**config.mk**
```make
export PLATFORM = sky130hd
export DESIGN_NAME = msi_eq_ctrl
export DESIGN_NICKNAME = d
export VERILOG_FILES = /design/src/rtl/msi_eq_pkg.sv /design/src/rtl/msi_eq_regs.sv /design/src/rtl/msi_eq_decode.sv /design/src/rtl/msi_eq_ring.sv /design/src/rtl/msi_eq_ctrl.sv
export SDC_FILE = /design/constraint.sdc
export NUM_CORES = 1
export LEC_CHECK = 0
export ABC_CLOCK_PERIOD_IN_PS = 9000
export BUFFER_PORTS_ARGS = -buffer_cell sky130_fd_sc_hd__buf_2
export CAP_MARGIN = 20
export CORE_ASPECT_RATIO = 0.75
export CORE_MARGIN = 2
export CORE_UTILIZATION = 55
export DETAILED_ROUTE_END_ITERATION = 7
export PLACE_DENSITY = 0.76
export SLEW_MARGIN = 15
export SYNTH_ARGS = -nofsm -noshare
export SYNTH_HDL_FRONTEND = slang
export SYNTH_SLANG_ARGS = --single-unit
export TNS_END_PERCENT = 5
```
**constraint.sdc**
```tcl
create_clock -name clk -period 9 [get_ports clk]
set_clock_uncertainty 0.05 [all_clocks]
set_input_delay 1.35 -clock clk [delete_from_list [all_inputs] [get_ports clk]]
set_output_delay 1.35 -clock clk [all_outputs]
set_load 0.005 [all_outputs]
```
**src/rtl/msi_eq_pkg.sv**
```systemverilog
package msi_eq_pkg;
    localparam int PTR_W      = 6;
    localparam int GRP_W      = 3;
    localparam int MAX_GROUPS = 6;
    localparam int SLOT_SH    = 2;

    localparam int CTL_QEN = 0;
    localparam int CTL_EVT = 1;
    localparam int CTL_IRQ = 11;

    localparam logic [11:0] RA_QBASE_LO = 12'h200;
    localparam logic [11:0] RA_QBASE_HI = 12'h2C0;
    localparam logic [11:0] RA_WBASE_LO = 12'h204;
    localparam logic [11:0] RA_WBASE_HI = 12'h2C4;
    localparam logic [11:0] RA_IEN      = 12'h208;
    localparam logic [11:0] RA_CTL0     = 12'h210;
    localparam logic [11:0] RA_HEAD0    = 12'h250;
    localparam logic [11:0] RA_TAIL0    = 12'h254;

    typedef logic [PTR_W-1:0] ptr_t;

    typedef enum logic { ST_IDLE, ST_WRITE } eng_state_e;

    typedef struct packed {
        logic [GRP_W-1:0] grp;
        logic [63:0]      addr;
        logic [31:0]      data;
    } slot_req_t;

    function automatic ptr_t ring_count(ptr_t head, ptr_t tail);
        return tail - head;
    endfunction

    function automatic logic ring_full(ptr_t head, ptr_t tail);
        return ptr_t'(tail + 1'b1) == head;
    endfunction
endpackage

```
**src/rtl/msi_eq_regs.sv**
```systemverilog
module msi_eq_regs
    import msi_eq_pkg::*;
#(
    parameter int NUM_GROUPS = 6
) (
    input  logic                  clk,
    input  logic                  rst,
    input  logic                  wen,
    input  logic [11:0]           addr,
    input  logic [31:0]           wdata,
    output logic [31:0]           rdata,
    input  ptr_t [NUM_GROUPS-1:0] tail_vec,
    output ptr_t [NUM_GROUPS-1:0] head_vec,
    output logic [63:0]           qbase,
    output logic [63:0]           wbase,
    output logic [NUM_GROUPS-1:0] ien,
    output logic [NUM_GROUPS-1:0] qen,
    output logic [NUM_GROUPS-1:0] evten,
    output logic [NUM_GROUPS-1:0] irqen
);
    always_ff @(posedge clk) begin
        if (rst) begin
            qbase <= '0;
            wbase <= '0;
            ien   <= '0;
        end else if (wen) begin
            case (addr)
                RA_QBASE_LO: qbase[31:0]  <= wdata;
                RA_QBASE_HI: qbase[63:32] <= wdata;
                RA_WBASE_LO: wbase[31:0]  <= wdata;
                RA_WBASE_HI: wbase[63:32] <= wdata;
                RA_IEN:      ien          <= wdata[NUM_GROUPS-1:0];
                default: ;
            endcase
        end
    end

    for (genvar g = 0; g < NUM_GROUPS; g++) begin : g_q
        localparam logic [11:0] CTL_A  = RA_CTL0  + 12'(4 * g);
        localparam logic [11:0] HEAD_A = RA_HEAD0 + 12'(8 * g);
        always_ff @(posedge clk) begin
            if (rst) begin
                qen[g]      <= 1'b0;
                evten[g]    <= 1'b0;
                irqen[g]    <= 1'b0;
                head_vec[g] <= '0;
            end else if (wen) begin
                if (addr == CTL_A) begin
                    qen[g]   <= wdata[CTL_QEN];
                    evten[g] <= wdata[CTL_EVT];
                    irqen[g] <= wdata[CTL_IRQ];
                end
                if (addr == HEAD_A) head_vec[g] <= wdata[PTR_W-1:0];
            end
        end
    end

    always_comb begin
        rdata = '0;
        case (addr)
            RA_QBASE_LO: rdata = qbase[31:0];
            RA_QBASE_HI: rdata = qbase[63:32];
            RA_WBASE_LO: rdata = wbase[31:0];
            RA_WBASE_HI: rdata = wbase[63:32];
            RA_IEN:      rdata = 32'(ien);
            default: ;
        endcase
        for (int g = 0; g < NUM_GROUPS; g++) begin
            if (addr == RA_CTL0 + 12'(4 * g)) begin
                rdata[CTL_QEN] = qen[g];
                rdata[CTL_EVT] = evten[g];
                rdata[CTL_IRQ] = irqen[g];
            end
            if (addr == RA_HEAD0 + 12'(8 * g)) rdata = 32'(head_vec[g]);
            if (addr == RA_TAIL0 + 12'(8 * g)) rdata = 32'(tail_vec[g]);
        end
    end
endmodule

```
**src/rtl/msi_eq_decode.sv**
```systemverilog
module msi_eq_decode
    import msi_eq_pkg::*;
#(
    parameter int NUM_GROUPS     = 6,
    parameter bit PAGE_PER_GROUP = 1'b0
) (
    input  logic [63:0]      msi_addr,
    input  logic [63:0]      wbase,
    output logic             hit,
    output logic [GRP_W-1:0] grp
);
    localparam int SH = PAGE_PER_GROUP ? 12 : 2;

    logic [63:0]    offset;
    logic [63-SH:0] idx;

    always_comb begin
        offset = msi_addr - wbase;
        idx    = offset[63:SH];
        hit    = (offset[SH-1:0] == '0) && (idx < (64-SH)'(NUM_GROUPS));
        grp    = idx[GRP_W-1:0];
    end
endmodule

```
**src/rtl/msi_eq_ring.sv**
```systemverilog
module msi_eq_ring
    import msi_eq_pkg::*;
#(
    parameter int NUM_GROUPS = 6,
    parameter bit USE_INTEN  = 1'b1
) (
    input  logic                  clk,
    input  logic                  rst,
    input  logic                  adv,
    input  logic [GRP_W-1:0]      adv_grp,
    input  ptr_t [NUM_GROUPS-1:0] head_vec,
    input  logic [NUM_GROUPS-1:0] qen,
    input  logic [NUM_GROUPS-1:0] evten,
    input  logic [NUM_GROUPS-1:0] irqen,
    input  logic [NUM_GROUPS-1:0] ien,
    output ptr_t [NUM_GROUPS-1:0] tail_vec,
    output logic [NUM_GROUPS-1:0] full_vec,
    output logic [NUM_GROUPS-1:0] irq
);
    for (genvar g = 0; g < NUM_GROUPS; g++) begin : g_ring
        logic ien_ok;
        logic pending;

        if (USE_INTEN) begin : g_ien
            assign ien_ok = ien[g];
        end else begin : g_noien
            assign ien_ok = 1'b1;
        end

        assign pending     = ring_count(head_vec[g], tail_vec[g]) != '0;
        assign full_vec[g] = ring_full(head_vec[g], tail_vec[g]);

        always_ff @(posedge clk) begin
            if (rst) begin
                tail_vec[g] <= '0;
                irq[g]      <= 1'b0;
            end else begin
                if (adv && adv_grp == GRP_W'(g)) tail_vec[g] <= tail_vec[g] + 1'b1;
                irq[g] <= pending && qen[g] && evten[g] && irqen[g] && ien_ok;
            end
        end
    end
endmodule

```
**src/rtl/msi_eq_ctrl.sv**
```systemverilog
module msi_eq_ctrl
    import msi_eq_pkg::*;
#(
    parameter int NUM_GROUPS     = 6,
    parameter bit PAGE_PER_GROUP = 1'b0,
    parameter bit USE_INTEN      = 1'b1
) (
    input  logic                  clk,
    input  logic                  rst,
    input  logic                  msi_valid,
    output logic                  msi_ready,
    input  logic [63:0]           msi_addr,
    input  logic [31:0]           msi_data,
    output logic                  mem_valid,
    input  logic                  mem_ready,
    output logic [63:0]           mem_addr,
    output logic [31:0]           mem_data,
    input  logic                  reg_wen,
    input  logic [11:0]           reg_addr,
    input  logic [31:0]           reg_wdata,
    output logic [31:0]           reg_rdata,
    output logic [NUM_GROUPS-1:0] irq
);
    localparam int QSH  = PAGE_PER_GROUP ? 12 : (PTR_W + SLOT_SH);
    localparam int NPAD = 1 << GRP_W;

    ptr_t [NUM_GROUPS-1:0] tail_vec;
    ptr_t [NUM_GROUPS-1:0] head_vec;
    logic [63:0]           qbase, wbase;
    logic [NUM_GROUPS-1:0] ien, qen, evten, irqen, full_vec;
    logic                  hit;
    logic [GRP_W-1:0]      grp;

    eng_state_e state;
    slot_req_t  req;
    logic       store;
    logic       commit;

    logic [NPAD-1:0] qen_pad, full_pad;
    ptr_t [NPAD-1:0] tail_pad;

    msi_eq_regs #(.NUM_GROUPS(NUM_GROUPS)) u_regs (
        .clk(clk), .rst(rst), .wen(reg_wen), .addr(reg_addr), .wdata(reg_wdata),
        .rdata(reg_rdata), .tail_vec(tail_vec), .head_vec(head_vec),
        .qbase(qbase), .wbase(wbase), .ien(ien), .qen(qen), .evten(evten), .irqen(irqen)
    );

    msi_eq_decode #(.NUM_GROUPS(NUM_GROUPS), .PAGE_PER_GROUP(PAGE_PER_GROUP)) u_dec (
        .msi_addr(msi_addr), .wbase(wbase), .hit(hit), .grp(grp)
    );

    msi_eq_ring #(.NUM_GROUPS(NUM_GROUPS), .USE_INTEN(USE_INTEN)) u_ring (
        .clk(clk), .rst(rst), .adv(commit), .adv_grp(req.grp), .head_vec(head_vec),
        .qen(qen), .evten(evten), .irqen(irqen), .ien(ien),
        .tail_vec(tail_vec), .full_vec(full_vec), .irq(irq)
    );

    always_comb begin
        qen_pad  = NPAD'(qen);
        full_pad = NPAD'(full_vec);
        tail_pad = '0;
        for (int g = 0; g < NUM_GROUPS; g++) tail_pad[g] = tail_vec[g];
    end

    always_comb begin
        msi_ready = 1'b0;
        store     = 1'b0;
        if (state == ST_IDLE && msi_valid) begin
            if (!hit || !qen_pad[grp]) begin
                msi_ready = 1'b1;
            end else if (!full_pad[grp]) begin
                msi_ready = 1'b1;
                store     = 1'b1;
            end
        end
    end

    assign commit    = (state == ST_WRITE) && mem_ready;
    assign mem_valid = (state == ST_WRITE);
    assign mem_addr  = req.addr;
    assign mem_data  = req.data;

    always_ff @(posedge clk) begin
        if (rst) begin
            state <= ST_IDLE;
            req   <= '0;
        end else begin
            case (state)
                ST_IDLE: if (store) begin
                    state    <= ST_WRITE;
                    req.grp  <= grp;
                    req.data <= msi_data;
                    req.addr <= qbase + (64'(grp) << QSH) + (64'(tail_pad[grp]) << SLOT_SH);
                end
                ST_WRITE: if (mem_ready) state <= ST_IDLE;
                default: state <= ST_IDLE;
            endcase
        end
    end
endmodule

```
== Word level (Yosys, flattened, before mapping) ==
Cells that the tools add are included.
W data, S select, Z words.

* Add/subtract/negate cells: 15
* $lt $le $gt $ge: 2
* Equality and inequality tests: 34
* Muxes and demuxes: 39
* Bitwise gates (word level): 1
* Reduce and logical (&&, ||, !) cells: 62

{| class="wikitable"
|+ Operators with widths
! operator !! number
|-
| $mux W32 || 12
|-
| $eq A12 B10 Y1 const B || 23
|-
| $pmux W32 S5 || 1
|-
| $add A64 B11 Y64 || 1
|-
| $add A64 B8 Y64 || 1
|-
| $sub A64 B64 Y64 || 1
|-
| $lt A62 B3 Y1 const B || 1
|-
| $add A6 B1 Y6 const B || 6
|-
| $eq A6 B6 Y1 || 6
|-
| $reduce_and A2 Y1 || 18
|-
| $reduce_bool A6 Y1 || 6
|-
| $sub A6 B6 Y6 || 6
|-
| $logic_and A1 B1 Y1 || 33
|-
| $bmux W6 S3 || 1
|-
| $mux W1 || 15
|-
| $mux W2 || 6
|-
| $bmux W1 S3 || 2
|-
| $eq A3 B2 Y1 const B || 2
|-
| $eq A3 B3 Y1 const B || 2
|-
| $mux W6 || 1
|-
| $lt A3 B4 Y1 const B || 1
|-
| $eq A3 B1 Y1 const B || 1
|-
| $logic_not A3 Y1 || 1
|-
| $logic_not A1 Y1 || 2
|-
| 4 further kinds || 4
|}

* Word-level logic and storage cells: 198
* Output and inout bits: 136
* Input port bits: 145
* Bits in registers: 330

== Longest topological paths before layout ==
* Word-level depth: 20
* Mapped depth: 24
* Mapped depth without buffers: 22

== Cells and area by module ==
From an unflattened synthesis, not the netlist that was laid out.

* Cells, all modules: 3046
* Area, all modules: 22720.5 sq um

{| class="wikitable"
|+ Modules (own cells, without submodules)
! module !! times used !! seq. area each (sq um) !! cells an instance !! area each (sq um)
|-
| msi_eq_regs || 1 || 3763.6 || 1146 || 8511.9
|-
| msi_eq_ctrl || 1 || 2001.9 || 762 || 6214.7
|-
| msi_eq_decode || 1 || 0.0 || 722 || 4561.9
|-
| msi_eq_ring || 1 || 840.8 || 416 || 3432.0
|}

== Worst setup path before layout ==
Ideal clock, no wire load.

* Path kind: input port to flip-flop
* Start point: input port msi_addr[0]
* End point: register req, in the netlist mem_addr[42]
* Data required time: 8.829 ns
* Setup time: 0.121 ns
* Data arrival time: 6.171 ns
* Setup slack: 2.658 ns
* Stages on the path: 23
* Path buffers: 3
* Cells stage by stage: inv_1 ha_1 fa_1 xnor2_1 clkbuf_1 buf_1 mux4_2 nand2_1 o31ai_1 ha_1 fa_1 a21oi_1 o21bai_1 a21oi_1 o21bai_1 a21oi_1 nor4_1 and2_1 clkbuf_1 nand4_1 xor2_1 nor2_1 mux2_4

* Cells in the longest elaborated chain, start to end: 8
* Elaborated cells between the ends (all ways): 19
* Those cells by class: add/sub (3); order compare (1); mux (9); reduce/logical (6)

{| class="wikitable"
|+ RTL lines
! item !! RTL line !! source
|-
| from (decl) || msi_eq_ctrl.sv:12 || <nowiki>input logic [63:0] msi_addr,</nowiki>
|-
| $sub A64 B64 Y64 (*) || msi_eq_decode.sv:18 || <nowiki>offset = msi_addr - wbase;</nowiki>
|-
| net grp[0] || msi_eq_ctrl.sv:32 || <nowiki>logic [GRP_W-1:0] grp;</nowiki>
|-
| parallel branches: the longest is 7 deep, another holds $add A64 B11 Y64 || -- ||
|-
| to (decl) || msi_eq_ctrl.sv:35 || <nowiki>slot_req_t req;</nowiki>
|}

Mark *: on every way through the listed nets, which the timed path passes. The select of a mux whose other input is x is not followed.
A chain may end at the register's enable or synchronous reset.

== Worst setup path after layout ==
* Start point: input port msi_addr[26]
* End point: output port msi_ready

* Cells in the longest elaborated chain, start to end: 7

{| class="wikitable"
|+ RTL lines
! item !! RTL line !! source
|-
| $sub A64 B64 Y64 || msi_eq_decode.sv:18 ||
|-
| $lt A62 B3 Y1 || msi_eq_decode.sv:20 || <nowiki>hit = (offset[SH-1:0] == '0) && (idx < (64-SH)'(NUM_GROUPS));</nowiki>
|-
| $logic_and A1 B1 Y1 || msi_eq_decode.sv:20 ||
|-
| $logic_not A1 Y1 || msi_eq_ctrl.sv:69 || <nowiki>if (!hit || !qen_pad[grp]) begin</nowiki>
|-
| $logic_or A1 B1 Y1 || msi_eq_ctrl.sv:69 ||
|-
| $mux W1 || msi_eq_ctrl.sv:69 ||
|-
| $mux W1 || msi_eq_ctrl.sv:68 || <nowiki>if (state == ST_IDLE && msi_valid) begin</nowiki>
|-
| to (decl) || msi_eq_ctrl.sv:11 || <nowiki>output logic msi_ready,</nowiki>
|}

No other way between the ends.

==> impl_metrics.yaml <==
global_route:
  grt_overflow: 0
  antenna_found_initial: 3
  grt_pass1_vias: 21900
  grt_max_degree: 228
  grt_pass1_wl_um: 134000
  track_usage: 0.385
synthesis:
  synth_adder_area_share: 0.0586
  syn-num-nets: 3384
  ys.flop_type: "dfxtp_1"
  avgSynthCellArea_um2: 7.59
  yosys.area_share.simple: 0.257
  synth_compound_area_frac: 0.184
  yosysWarnings: 0
  synth_top_family_by_area: "simple AND/OR/NAND/NOR gates"
  synth_seq_area_share: 0.278
  async_flop_share: 0
  syn-cell-area_um2: 23800
  ys_types: 94
  syn_inst: 3129
  yosys.area_share.xor_xnor: 0.0571
  ys_ff_latch: 330
  synth_enable_flop_cells: 0
  synthMuxAreaShare: 0.0823
cts:
  cts_inserted_buffers: 35
  clockBufferDepth: 3
  cts_hold_buf: 0
  cts_tree: "built"
  post_cts_resized: 0
  cts.reportedPaths.clkPinSlew_ns: 0.06
  clock_latency_ns: 0.54
  htree_levels: 2
  cts_root_buf: "clkbuf_16"
  cts.sinks: 330
  cts_setup_buffers: 0
worst_setup_path:
  end_kind: "primary output"
  rrSetupSlack_ns: 3.13
  endpoint: "msi_ready"
  path_class: "input port to primary output"
  cp_max_fo: 10
  startpoint: "msi_addr[26]"
  worstPathRequired_ns: 7.60
  r2r_end: "mem_addr[61]"
  ff2ff_path_depth: 14
  startpoint_type: "input port"
  r2r-start: "u_regs.wbase[26]"
  worstPathArrival_ns: 6.25
sta:
  max_slew_margin: 0.227
  period_needed_ns: 7.65
  tns_ns: 0
  hold_viol: 0
  worst_slack_ns: 1.35
  rsz0062_at_grt: "no"
  worst_pin_slew_ns: 1.16
  fin_crit_sh: 0.850
  maxSlewViolCount: 0
  fmax_mhz: 131
  setup_viol: 0
floorplan:
  die_h_um: 184
  rows: 65
  core_um2: 42400
  io_pins: 281
  die_w_um: 244
  start_util: 0.561
  die-area_um2: 44900
detailed_routing:
  drt-total-wl_um: 89900
  postRouteAntennaNets: 0
  wl_per_cell_um: 23.8
  drc: 0
  via_per_inst: 6.36
  drtPass1Iterations: 7
  drtIter0Drc: 3722
  vias: 24000
placement:
  gp_congestion: 1.07
  post-place-ws_ns: 1.33
  io_buffers: 280
  hpwl_um: 69500
cells_and_area:
  ff_latch_area_um2: 6610
  syn2layout_area_growth_pct: 8.64
  multi_input_area_um2: 15200
  fill_cells: 3759
  layout-drive-gt1-share: 0.149
  fin_nets: 3439
power:
  cellPowerDensity_nw_per_um2: 129
  ir_worst_vdd_mv: 0.143
  p_leak_uw: 0.00991
status:
  outcome: "finished, final reports clean"
flow_run:
  drv_cap: 0
min_path:
  hold_path_class: "register to register"
-- worst min-delay path by stage --
stage	start	to	cells past startpoint
final	mem_addr[1]	mem_addr[1]	2
after detailed placement	mem_addr[1]	mem_addr[1]	2
after global routing	mem_addr[1]	mem_addr[1]	2
after floorplan	u_regs.ien[2]	u_ring.irq[2]	2
after global placement	mem_data[0]	mem_data[0]	2
after CTS	u_regs.head_vec[14]	u_regs.head_vec[14]	2
-- logic make-up after synthesis --
kind of cell,after synthesis
adder cells (fa/ha/maj),110
buffers and inverters,410
flip-flops,330
multiplexers,157
AND/OR/NAND/NOR,1291
XOR/XNOR,154
AO/OA/AOI/OAI,677
-- sequential cells by signal, indices dropped and copies added (netlist names) --
name	count
u_regs.qen	6
u_regs.irqen	6
u_regs.qbase	64
mem_addr	64
u_regs.evten	6
u_regs.wbase	64
mem_data	32
u_regs.ien	6
u_ring.tail_vec	36
u_regs.head_vec	36
mem_valid	1
req	3
u_ring.irq	6
-- Yosys cell counts, types with 8 or more instances --
| library cell | n | area share |
|---|---|---|
| nor3_1 | 50 | 0.011 |
| nand4_1 | 69 | 0.018 |
| a211oi_1 | 10 | 0.0032 |
| o21a_1 | 26 | 0.0082 |
| buf_2 | 15 | 0.0032 |
| clkbuf_1 | 158 | 0.025 |
| o31ai_1 | 16 | 0.0051 |
| buf_1 | 8 | 0.0013 |
| nor2b_1 | 75 | 0.020 |
| xnor2_1 | 62 | 0.023 |
| mux2i_1 | 88 | 0.037 |
| and3_1 | 29 | 0.0076 |
| o21ai_0 | 78 | 0.016 |
| or2_2 | 9 | 0.0024 |
| nand2_1 | 520 | 0.082 |
| a21oi_1 | 298 | 0.063 |
| dfxtp_1 | 330 | 0.28 |
| a221oi_1 | 10 | 0.0037 |
| inv_1 | 122 | 0.019 |
| nand3_1 | 97 | 0.020 |
| or4_1 | 11 | 0.0035 |
| or3_1 | 18 | 0.0047 |
| mux2_4 | 58 | 0.037 |
| o21bai_1 | 11 | 0.0035 |
| o211ai_1 | 22 | 0.0070 |
| buf_4 | 98 | 0.031 |
| and2_1 | 16 | 0.0042 |
| a21o_1 | 28 | 0.0088 |
| a31oi_1 | 20 | 0.0053 |
| ha_1 | 108 | 0.057 |
| nor4_1 | 27 | 0.0071 |
| nand2b_1 | 99 | 0.026 |
| a222oi_1 | 33 | 0.014 |
| nor2_1 | 233 | 0.037 |
| o22ai_1 | 8 | 0.0021 |
| xor2_1 | 91 | 0.034 |
| o2111ai_1 | 10 | 0.0037 |
-- report_power, final --
group	switching, uW	internal, uW	total (uW)
Sequential	0.117	1460	1460
Clock	624	852	1480
Combinational	270	126	396
-- final cells by class --
| type | instances | share of cell area |
|---|---|---|
| flip-flops and latches | 330 | 0.256 |
| repair buffers | 305 | 0.0641 |
| multi-input cells | 2389 | 0.589 |
| inverters | 123 | 0.0179 |
| diodes | 2 | 0.000194 |
| clock inverters | 12 | 0.00543 |
| clock buffers | 48 | 0.0394 |
| well taps | 569 | 0.0276 |
-- metrics by stage --
stage	cell area [um2]	instances	total power, uW	hold slack [ns]	util
after floorplan	23800	3129	1720	0.392	-
after global placement	24600	3711	1870	0.404	0.580
after detailed placement	24600	3714	1870	0.409	0.581
after CTS	25800	3774	3320	0.423	0.608
after global routing	25800	3777	3420	0.438	0.609
final	25800	3778	3330	0.421	0.609
-- metal layers --
metal	track usage	wire length, um	vias up
met5	0	0	-
met4	0.107	2730	0
met3	0.103	11800	158
met2	0.561	36800	1467
met1	0.555	38600	11400
li1	-	-	11000
-- cell usage in the layout, fill, tap and decap left out, types with 88 or more instances in the layout --
cell type	Yosys	layout
a21oi_1	298	298
xor2_1	91	91
dfxtp_1	330	330
ha_1	108	108
nand2_1	520	519
mux2i_1	88	88
buf_2	15	279
nand3_1	97	97
nand2b_1	99	99
inv_1	122	122
nor2_1	233	231
-- worst max-delay path: stages --
cell and delay [ns]:
buf_2 0.10, ha_1 0.57, a21oi_2 0.16, o21ai_0 0.34, a21oi_1 0.23, a2111oi_1 0.85
o22ai_2 0.38, o21ai_0 0.40, mux2i_1 0.23, o2111ai_1 0.12, or4_1 0.49, nor4_1 0.74
nor2b_1 0.11, buf_2 0.16
No activity file was read; power rests on OpenSTA's default activity.
